==> src/rtl/hs_pkg.sv <==
package hs_pkg;
  localparam int HS_W       = 8;
  localparam int BIT_DTR    = 5;
  localparam int BIT_RTS    = 4;
  localparam int BIT_ACTS   = 4;
  localparam int BIT_ADCD   = 3;
  localparam int BIT_BCTS   = 2;
  localparam int BIT_BDCD   = 1;
  localparam int ECHO_LO    = 1;
  localparam int ECHO_HI    = 5;
  localparam logic [HS_W-1:0] READ_BASE = 8'hC1;

  typedef struct packed {
    logic            load;
    logic            force1;
    logic [HS_W-1:0] data;
  } hsStrobe_t;
endpackage

==> src/rtl/hs_ctrl.sv <==
module hs_ctrl
  import hs_pkg::*;
(
  input  logic            wrEn,
  input  logic [HS_W-1:0] wrData,
  input  logic            serialReset,
  output hsStrobe_t       strobe
);
  always_comb begin
    strobe.load   = wrEn;
    strobe.force1 = serialReset;
    strobe.data   = wrData;
  end
endmodule

==> src/rtl/hs_datapath.sv <==
module hs_datapath
  import hs_pkg::*;
(
  input  logic            clk,
  input  logic            rstN,
  input  hsStrobe_t       strobe,
  input  logic            loopEn,
  input  logic            lineRi,
  input  logic            lineCts,
  input  logic            lineDcd,
  input  logic            lineDsr,
  output logic [HS_W-1:0] effective,
  output logic [HS_W-1:0] readback
);
  logic [HS_W-1:0] regQ;
  logic [ECHO_HI:ECHO_LO] extBits;

  always_ff @(posedge clk or negedge rstN) begin
    if (!rstN)             regQ <= '0;
    else if (strobe.load)  regQ <= strobe.data;
  end

  assign effective = strobe.force1 ? '1 : regQ;

  // external status arranged on the echo positions; bit 2 is tied high
  assign extBits = {lineRi, lineCts, lineDcd, 1'b1, lineDsr};

  genvar gi;
  generate
    for (gi = 0; gi < HS_W; gi++) begin : g_rb
      if (gi >= ECHO_LO && gi <= ECHO_HI) begin : g_sel
        assign readback[gi] = loopEn ? effective[gi] : extBits[gi];
      end else begin : g_const
        assign readback[gi] = READ_BASE[gi];
      end
    end
  endgenerate

  assert_load_R2: assert property (@(posedge clk) disable iff (!rstN)
    strobe.load && !strobe.force1 |=> (effective == $past(strobe.data)) || strobe.force1);
  assert_hold_R2: assert property (@(posedge clk) disable iff (!rstN)
    !strobe.load |=> $stable(regQ));
endmodule

==> src/rtl/hs_steer.sv <==
module hs_steer
  import hs_pkg::*;
(
  input  logic                   loopEn,
  input  logic [ECHO_HI:ECHO_LO] eff,
  input  logic                   chATxd,
  input  logic                   lineRxd,
  input  logic                   lineCts,
  input  logic                   lineDcd,
  input  logic                   lineDsr,
  output logic                   chARxd,
  output logic                   chBRxd,
  output logic                   chACts,
  output logic                   chADcd,
  output logic                   chBCts,
  output logic                   chBDcd,
  output logic                   lineTxd,
  output logic                   lineDtr,
  output logic                   lineRts
);
  always_comb begin
    chBRxd = chATxd;
    if (loopEn) begin
      chARxd  = chATxd;
      chACts  = eff[BIT_ACTS];
      chADcd  = eff[BIT_ADCD];
      chBCts  = eff[BIT_BCTS];
      chBDcd  = eff[BIT_BDCD];
      lineTxd = 1'b1;
      lineDtr = 1'b0;
      lineRts = 1'b0;
    end else begin
      chARxd  = lineRxd;
      chACts  = lineCts;
      chADcd  = lineDcd;
      chBCts  = 1'b1;
      chBDcd  = lineDsr;
      lineTxd = chATxd;
      lineDtr = eff[BIT_DTR];
      lineRts = eff[BIT_RTS];
    end
  end
endmodule

==> src/rtl/hs_loop_top.sv <==
module hs_loop_top
  import hs_pkg::*;
(
  input  logic            clk,
  input  logic            rstN,
  input  logic            loopEn,
  input  logic            serialReset,
  input  logic            hsWrEn,
  input  logic [HS_W-1:0] hsWrData,
  output logic [HS_W-1:0] hsReadback,
  input  logic            chATxd,
  output logic            chARxd,
  output logic            chBRxd,
  output logic            chACts,
  output logic            chADcd,
  output logic            chBCts,
  output logic            chBDcd,
  input  logic            lineRxd,
  input  logic            lineRi,
  input  logic            lineCts,
  input  logic            lineDcd,
  input  logic            lineDsr,
  output logic            lineTxd,
  output logic            lineDtr,
  output logic            lineRts
);
  hsStrobe_t       strobe;
  logic [HS_W-1:0] effective;

  hs_ctrl i_ctrl (
    .wrEn(hsWrEn), .wrData(hsWrData), .serialReset(serialReset), .strobe(strobe)
  );

  hs_datapath i_dp (
    .clk(clk), .rstN(rstN), .strobe(strobe), .loopEn(loopEn),
    .lineRi(lineRi), .lineCts(lineCts), .lineDcd(lineDcd), .lineDsr(lineDsr),
    .effective(effective), .readback(hsReadback)
  );

  hs_steer i_steer (
    .loopEn(loopEn), .eff(effective[ECHO_HI:ECHO_LO]), .chATxd(chATxd),
    .lineRxd(lineRxd), .lineCts(lineCts), .lineDcd(lineDcd), .lineDsr(lineDsr),
    .chARxd(chARxd), .chBRxd(chBRxd), .chACts(chACts), .chADcd(chADcd),
    .chBCts(chBCts), .chBDcd(chBDcd), .lineTxd(lineTxd), .lineDtr(lineDtr),
    .lineRts(lineRts)
  );

  assert_force_R3: assert property (@(posedge clk) disable iff (!rstN)
    serialReset && !loopEn |-> lineDtr && lineRts);
  assert_echo_R7: assert property (@(posedge clk) disable iff (!rstN)
    loopEn |-> hsReadback[4] == chACts && hsReadback[3] == chADcd &&
               hsReadback[2] == chBCts && hsReadback[1] == chBDcd);
  assert_loop_data_R9: assert property (@(posedge clk) disable iff (!rstN)
    loopEn |-> chARxd == chBRxd && lineTxd);
  assert_pass_R8: assert property (@(posedge clk) disable iff (!rstN)
    !loopEn |-> hsReadback[3] == chADcd && hsReadback[1] == chBDcd && hsReadback[4] == chACts);
endmodule

==> config.mk <==
export PLATFORM = sky130hd
export DESIGN_NAME = hs_loop_top
export DESIGN_NICKNAME = d
export VERILOG_FILES = /design/src/rtl/hs_pkg.sv /design/src/rtl/hs_ctrl.sv /design/src/rtl/hs_datapath.sv /design/src/rtl/hs_steer.sv /design/src/rtl/hs_loop_top.sv
export SDC_FILE = /design/constraint.sdc
export NUM_CORES = 1
export LEC_CHECK = 0
export ABC_AREA = 0
export CAP_MARGIN = 20
export CORE_AREA = 2 2 39 41
export CTS_CLUSTER_SIZE = 40
export DETAILED_ROUTE_END_ITERATION = 8
export DIE_AREA = 0 0 41 43
export DONT_BUFFER_PORTS = 1
export PLACE_DENSITY_LB_ADDON = 0.08
export SLEW_MARGIN = 10
export SYNTH_ARGS = -nofsm -noshare
export SYNTH_HDL_FRONTEND = slang
export SYNTH_SLANG_ARGS = --single-unit
==> constraint.sdc <==
create_clock -name clk -period 0.9 [get_ports clk]
set_clock_uncertainty 0.1 [all_clocks]
set_input_delay 0.045 -clock clk [delete_from_list [all_inputs] [get_ports clk]]
set_output_delay 0.045 -clock clk [all_outputs]
set_load 0.05 [all_outputs]
# Word-level counts from Yosys, hierarchy flattened
# Cells that the tools add are included.
[op_classes]
mux = 10
[op_table]
columns = ["operator", "count"]
rows = [
  ["$mux 1", 9],
  ["$mux 6", 1],
]
[totals]
regBits = 6
in_bits = 19
output_inout_bits = 17
elab_cells = 11

# Depth between registers and ports, before layout
# Gate-level depths: netlist of run 1.
[depth]
depth_word = 2
depth_mapped = 4
depth_no_buf = 2

# Hierarchy
# Synthesis of run 1 repeated with hierarchy kept, for this count alone.
[unflattened]
cells_unflattened = 55
area_unflattened_um2 = 600.6
[modules_own_cells]
columns = ["mod", "instances", "cells_each", "area_each_um2", "seq_area_each_um2"]
rows = [
  ["hs_datapath", 1, 35, 421.7, 200.2],
  ["hs_steer", 1, 10, 103.8, 0.0],
  ["hs_ctrl", 1, 10, 75.1, 0.0],
]

# Worst setup path after synthesis of run 1
# OpenSTA, ideal clock, no wires.
[synth_timing]
kind = "reg2out"
from = "register i_dp.regQ[4]"
to = "output port hsReadback[4]"
t_arrival_ns = 1.176
required_time_ns = 0.755
path_slack_ns = -0.421
stages_incl_launch_ff = 4
n_path_buf = 1
cell_sequence = "dfrtp_1 > nor2_1 > a21oi_2 > buf_4"
[synth_between]
elab_chain_len = 2
[synth_rtl]
columns = ["element", "line", "rtl"]
rows = [
  ["from (decl)", "hs_datapath.sv:15", "logic [HS_W-1:0] regQ;"],
  ["from (signal assigned)", "hs_datapath.sv:20", "else if (strobe.load) regQ <= strobe.data;"],
  ["$mux 6", "hs_datapath.sv:23", "assign effective = strobe.force1 ? '1 : regQ;"],
  ["$mux 1", "n/a", ""],
  ["to (decl)", "hs_loop_top.sv:10", "output logic [HS_W-1:0] hsReadback,"],
]
# No other way between the ends.

# Worst setup path after layout of run 1
[layout_timing]
from = "register i_dp.regQ[1]"
to = "output port chBDcd"
[layout_between]
elab_chain_len = 2
[layout_rtl]
columns = ["element", "line", "rtl"]
rows = [
  ["$mux 6", "hs_datapath.sv:23", ""],
  ["$mux 1", "hs_steer.sv:23", "if (loopEn) begin"],
  ["to (decl)", "hs_loop_top.sv:17", "output logic chBDcd,"],
]
# No other way between the ends.

==> Implementation_results.wiki, run 1 <==
{| class="wikitable"
! Metric !! Value
|-
| Cell-internal power || 617 µW
|-
| Post-route fraction of the period consumed by the critical path || 1.30
|-
| Fraction of layout cells with a size suffix above 1 || 0.615
|-
| Global-route wire length before repair || 1290 µm
|-
| Outcome || finished, violations left
|-
| Detailed-route vias per instance || 4.44
|-
| Number of cells in the design after placement || 54
|-
| Die Outline Area || 1760 µm²
|-
| Data required time of the critical path || 750 ps
|-
| Clock buffer count from CTS || 3
|-
| Share of synthesized area occupied by flip-flops and latches || 0.350
|-
| Starting density of the core || 0.259
|-
| Warning count from the yosys run || 0
|-
| Cell types occupying the most area after synthesis || sky130_fd_sc_hd__dfrtp_1 (35%), sky130_fd_sc_hd__mux2_1 (19%), sky130_fd_sc_hd__buf_4 (17%), sky130_fd_sc_hd__nor2_1 (8.4%), sky130_fd_sc_hd__a21oi_2 (7.3%)
|-
| DRC violation count after routing || 0
|-
| Post-route antenna net violation count || 0
|-
| Most flop-heavy register || i_dp.regQ
|-
| Number of standard cells after synthesis || 38
|-
| Mean instance size in the synthesized netlist || 9.42 µm²
|-
| Reg-to-reg slack, setup || -220 ps
|-
| HPWL reported at the end of detailed placement || 602 µm
|-
| Number of distinct standard cells referenced by the synthesized netlist || 11
|-
| Post-synth EDFFs || 0
|-
| I/O pins || 36
|-
| Critical path class || reg2out
|-
| Leak Pwr || 0.289 nW
|-
| Switch Pwr || 375 µW
|-
| Initial DRC count || 1
|-
| CTS H-Tree Depth || 1
|-
| Worst R2R Path Depth || 3
|-
| Critical Path Sink Type || output pin
|-
| Hold Vio Cnt, Final || 10
|-
| Latest clock arrival within the worst-skew pair || 240 ps
|-
| Pre-CTS setup slack || -53.5 ps
|-
| Fin. max-slew vios || 0
|-
| CTS tree || done
|-
| Number of antenna violations at the first check in global routing || 0
|-
| IO Port Bufs || 0
|-
| Hold Startpoint || hsWrEn
|-
| Setup slack after layout || -266 ps
|-
| Part of the total power dissipated in combinational logic || 0.471
|-
| Area Growth Syn to Fin || 83.2%
|-
| Clk sink count || 5
|-
| Arrival @ worst endpoint || 1020 ps
|-
| Total setup violations reported at the end of the flow || 13
|-
| Setup TNS || -2970 ps
|-
| Cell Count, Final, Fillers Out || 68
|-
| Worst hold-check slack || -137 ps
|-
| Switching part of the total power || 0.378
|-
| Max reg flops || 5
|-
| Failing checks || negative hold slack, negative setup slack
|-
| Placement row count || 14
|-
| Max-cap viol count || 0
|-
| Clock power frac || 0.259
|-
| Clock-pin slew reported for the worst setup and hold paths after clock tree synthesis || 40 ps
|-
| Overall power of the completed layout || 992 µW
|-
| Cell type with the largest total area after synthesis || sky130_fd_sc_hd__dfrtp_1
|-
| Worst reg2reg path startpoint || i_dp.regQ[4]$_DFFE_PN0P_
|-
| #FFs+latches synth || 5
|-
| Core ar. || 1380 µm²
|-
| Count of fill cells added during filler insertion || 142
|-
| CTS root buffer || sky130_fd_sc_hd__clkbuf_4
|-
| Pin count of the biggest net entering global routing || 14
|-
| Global Route Usage Sum || 0.115
|-
| Antenna diode count || 0
|-
| Cell area after technology mapping || 358 µm²
|-
| Wirelength per Cell || 11.8 µm
|-
| Die span in x || 41 µm
|-
| Area share of the leading cell type in the synthesized netlist || 0.350
|-
| Terminus of the critical flop-to-flop path || i_dp.regQ[4]$_DFFE_PN0P_
|-
| Cts hold-fix bufs || 7
|-
| Kind of path behind the tightest hold check || in2reg
|-
| Max Freq || 857 MHz
|-
| Cell types with the highest counts after synthesis || sky130_fd_sc_hd__buf_4 (8), sky130_fd_sc_hd__nor2_1 (8), sky130_fd_sc_hd__mux2_1 (6)
|-
| Most common flop cell mapped by yosys || sky130_fd_sc_hd__dfrtp_1
|-
| Reg power frac || 0.271
|-
| Net count of the finished layout || 72
|-
| Max clock buf depth || 2
|-
| Crit start category || flip-flop
|-
| Unrepaired setup endpoints after global routing || yes
|-
| Worst hold path stage count || 1
|-
| Congestion Overflow GR || 0
|-
| Max IR drop VDD || 0.000782 V
|-
| Minimum period implied by the final worst setup slack || 1170 ps
|-
| Biggest regs || i_dp.regQ (5)
|-
| Sum of routed wire length over all layers || 803 µm
|-
| Critical Path Fanout Max || 2
|-
| Pre-Repair DR Iteration Count || 4
|-
| Async S/R FF share, synth || 1.00
|-
| End point of the most critical hold path || i_dp.regQ[2]$_DFFE_PN0P_
|-
| Vias in the first global route || 291
|-
| Detailed-route via count || 302
|-
| Pwr Density || 1510 nW/µm²
|-
| Height of the chip || 43 µm
|-
| Final weighted congestion of routability-driven global placement || 0.572
|}
==> layout make-up <==
class	count	area (µm²)	share of cell area
multi-input cells	26	241	0.368
clock buffers	4	26.3	0.0401
repair buffers	17	243	0.370
flip-flops and latches	5	125	0.191
well taps	16	20.0	0.0305
==> metal layers <==
metal  global-route usage  vias up  part of all wire
met5                    0        -                 0
met4                0.120        0             0.037
met3               0.0471        4             0.073
met2                0.169       16              0.56
met1                0.109      142              0.32
li1                     -      140                 -
==> placed cells by master (no fill, tap or decap), drive strengths merged <==
cell type     netlist  final
dlygate4sd3         0      6
clkbuf              0      4
dlymetal6s4s        0      1
conb                1      3
nor2               11     11
buf                 9     10
mux2                6      6
a21oi               4      4
dfrtp               5      5
or2                 1      1
nand2               1      1
==> worst max-delay path, cell delays in order (launching register included) <==
cell,delay [ps]
sky130_fd_sc_hd__dfrtp_1,380
sky130_fd_sc_hd__nor2_2,160
sky130_fd_sc_hd__a21oi_4,80
sky130_fd_sc_hd__buf_12,170
==> stage by stage <==
| step | utilization | cell area [µm²] |
|---|---|---|
| floorplan | - | 415 |
| CTS | 0.441 | 611 |
| detailed placement | 0.356 | 493 |
| global route | 0.474 | 656 |
| global placement | 0.356 | 493 |
| finish | 0.474 | 656 |
==> logic make-up after synthesis <==
group | after synthesis | synth area share
buf+inv | 9 | 0.199
other cells | 1 | 0.0105
mux | 6 | 0.189
compound gates | 4 | 0.0874
flops | 5 | 0.350
simple gates | 13 | 0.164
==> power groups by stage <==
stage          Sequential [mW]  Combinational [mW]  Clock [mW]
3_5_place_dp             0.265               0.382           0
6_report                 0.268               0.467       0.256
5_1_grt                  0.270               0.488       0.296
2_1_floorplan            0.260               0.328           0
3_3_place_gp             0.264               0.380           0
4_1_cts                  0.265               0.431       0.266
==> timing repair <==
action / CTS / global route
hold endpoints to repair: 11 / 10
pin swaps: 0 / 3
endpoints found under the setup margin: 12 / 17
buffers inserted: 1 / 2
gates resized for setup: 4 / 8
==> worst max path at each step <==
stage                                   from             to  slack, ps  cells after the start
detailed placement  i_dp.regQ[3]$_DFFE_PN0P_         chADcd        -50                      3
global placement    i_dp.regQ[5]$_DFFE_PN0P_  hsReadback[5]        -40                      3
finish              i_dp.regQ[1]$_DFFE_PN0P_         chBDcd       -270                      3
floorplan           i_dp.regQ[4]$_DFFE_PN0P_  hsReadback[4]       -200                      3
CTS                 i_dp.regQ[4]$_DFFE_PN0P_         chACts       -260                      3
global route        i_dp.regQ[5]$_DFFE_PN0P_  hsReadback[5]       -320                      3
Power figures use the tool's default switching activity.
==> run 2, diff against run 1 <==
==> constraint.sdc (replaced) <==
create_clock -name clk -period 0.9 [get_ports clk]
set_clock_uncertainty 0.1 [all_clocks]
set_input_delay 0.09 -clock clk [delete_from_list [all_inputs] [get_ports clk]]
set_output_delay 0.09 -clock clk [all_outputs]
set_load 0.05 [all_outputs]
==> run 2 against run 1 <==
Effect of this change: the flow still finishes with violations (negative hold slack, negative setup slack); hold slack better by 45 ps; total power is 1.3% lower; clock-buffer cell count stayed put; critical endpoint is now hsReadback[5].
==> Implementation_results.wiki, run 2 (synthesis results as in run 1) <==
{| class="wikitable"
! Metric !! Value
|-
| Outcome || finished, violations left
|-
| Failing checks || negative hold slack, negative setup slack
|-
| Max Freq || 832 MHz
|-
| CTS H-Tree Depth || 1
|-
| Net count of the finished layout || 71
|-
| Worst hold-check slack || -91.4 ps
|-
| Fraction of the core area covered by cells at the end of the flow || 0.465
|-
| Core ar. || 1380 µm²
|-
| Area Growth Syn to Fin || 79.7%
|-
| Hold Startpoint || hsWrEn
|-
| Fraction of layout cells with a size suffix above 1 || 0.627
|-
| Total setup violations reported at the end of the flow || 13
|-
| Critical Path Fanout Max || 2
|-
| Minimum period implied by the final worst setup slack || 1200 ps
|-
| Post-route fraction of the period consumed by the critical path || 1.34
|-
| Pre-CTS setup slack || -98.5 ps
|-
| Crit start category || flip-flop
|-
| Starting density of the core || 0.259
|-
| I/O pins || 36
|-
| Post-route antenna net violation count || 0
|-
| Die span in x || 41 µm
|-
| Clock-pin slew reported for the worst setup and hold paths after clock tree synthesis || 40 ps
|-
| Pin count of the biggest net entering global routing || 14
|-
| Worst R2R Path Depth || 3
|-
| Critical Path Sink Type || output pin
|-
| Max IR drop VDD || 0.000765 V
|-
| Worst hold path stage count || 1
|-
| Latest clock arrival within the worst-skew pair || 240 ps
|-
| Detailed-route vias per instance || 4.51
|-
| Fin. max-slew vios || 0
|-
| Reg-to-reg slack, setup || -220 ps
|-
| Clock buffer count from CTS || 3
|-
| Wirelength per Cell || 12.0 µm
|-
| Critical path class || reg2out
|-
| Most flop-heavy register || i_dp.regQ
|-
| Slowest Stage Delay on Critical Path || 390 ps
|-
| Area of the multi-input gates || 241 µm²
|-
| Uppermost metal layer occupied by signal nets || met4
|-
| Data required time of the critical path || 710 ps
|-
| Global Route Usage Sum || 0.108
|-
| Sum of routed wire length over all layers || 803 µm
|-
| Met3 WL post-DR || 65 µm
|-
| Unrepaired setup endpoints after global routing || yes
|-
| Initial DRC count || 0
|-
| Terminus of the critical flop-to-flop path || i_dp.regQ[4]$_DFFE_PN0P_
|-
| Die Outline Area || 1760 µm²
|-
| Pre-Repair DR Iteration Count || 1
|-
| Count of fill cells added during filler insertion || 144
|-
| Leak Pwr || 0.276 nW
|-
| Congestion Overflow GR || 0
|-
| Pwr Density || 1520 nW/µm²
|-
| HPWL reported at the end of detailed placement || 602 µm
|-
| Cell-by-cell listing of the critical path || nor2_4 -> a21oi_2 -> buf_12
|-
| Number of antenna violations at the first check in global routing || 0
|-
| Max clock buf depth || 2
|-
| Detailed-route via count || 302
|-
| Kind of cell adding the most delay to the critical path || flip-flops
|-
| Commonest non-fill, non-tap cells in the layout || sky130_fd_sc_hd__nor2_2 (7), sky130_fd_sc_hd__buf_12 (7), sky130_fd_sc_hd__dlygate4sd3_1 (6)
|-
| Met2 WL post-DR || 452 µm
|-
| Antenna diode count || 0
|-
| CTS root buffer || sky130_fd_sc_hd__clkbuf_4
|-
| Hold Vio Cnt, Final || 5
|-
| DRC violation count after routing || 0
|-
| Worst reg2reg path startpoint || i_dp.regQ[4]$_DFFE_PN0P_
|-
| Max reg flops || 5
|-
| End point of the most critical hold path || i_dp.regQ[2]$_DFFE_PN0P_
|-
| Global-route wire length before repair || 1250 µm
|-
| Final weighted congestion of routability-driven global placement || 0.572
|-
| Vias in the first global route || 290
|-
| CTS tree || done
|-
| Setup slack after layout || -302 ps
|-
| Sequential cell area || 125 µm²
|-
| Height of the chip || 43 µm
|-
| Routed metal-1 wire length || 254 µm
|-
| IO Port Bufs || 0
|-
| Kind of path behind the tightest hold check || in2reg
|-
| Clk sink count || 5
|-
| Slowest library cell on the worst path || sky130_fd_sc_hd__dfrtp_1
|-
| Placement row count || 14
|-
| Buffering stage count on the worst path with inverters included || 1
|-
| Max-cap viol count || 0
|-
| Biggest regs || i_dp.regQ (5)
|-
| Arrival @ worst endpoint || 1010 ps
|}
[run 2: cell count changes in the layout (fill, tap and decap cells not counted)]
cell,delta
sky130_fd_sc_hd__dlymetal6s4s_1,-1
[run 2: stage by stage]
step | total power [mW] | setup TNS, ps | cells | instance area, µm²
after global placement | 0.644 | -590 | 54 | 493
after detailed placement | 0.647 | -652 | 54 | 493
after global routing | 1.04 | -4120 | 67 | 643
after CTS | 0.944 | -3290 | 63 | 581
after floorplan | 0.589 | -1240 | 40 | 415
final | 0.979 | -3420 | 67 | 643
[run 2: final cells by class]
cell class / count / area share
Multi-Input combinational cell: 26 / 0.375
Timing Repair Buffer: 16 / 0.358
Sequential cell: 5 / 0.195
Clock buffer: 4 / 0.0409
Tap cell: 16 / 0.0311
[run 2: what timing repair did]
| action | CTS | global route |
|---|---|---|
| pin swaps | 0 | 2 |
| setup endpoints to repair | 12 | 16 |
| resized for setup | 4 | 7 |
| setup buffers | 1 | 2 |
| hold endpoints to repair | 10 | 5 |
| gates cloned | 0 | 0 |
| hold buffers | 4 | 2 |
[run 2: worst max path at each step]
stage,startpoint,to,depth (start not counted)
detailed placement,i_dp.regQ[3]$_DFFE_PN0P_,chADcd,3
CTS,i_dp.regQ[4]$_DFFE_PN0P_,chACts,3
global route,i_dp.regQ[5]$_DFFE_PN0P_,hsReadback[5],3
finish,i_dp.regQ[5]$_DFFE_PN0P_,hsReadback[5],3
floorplan,i_dp.regQ[4]$_DFFE_PN0P_,hsReadback[4],3
global placement,i_dp.regQ[5]$_DFFE_PN0P_,hsReadback[5],3
[run 2: worst reg2reg max path: cells and delay by family (launching register included)]
family   cells  cell delay (ps)
mux          1              250
buf+inv      2              250
flops        1              400
[run 2: power by group]
group	switching (mW)	internal [mW]	leakage [nW]	total, mW
Combinational	0.257	0.197	0.203	0.454
Sequential	0.0199	0.249	0.0585	0.268
Clock	0.0893	0.167	0.0150	0.257
Total	0.366	0.613	0.276	0.979
[run 2: per-layer routing]
layer / vias up / global-route usage
met1: 144 / 0.105
li1: 138 / -
met5: - / 0
met4: 0 / 0.0800
met3: 4 / 0.0524
met2: 16 / 0.166
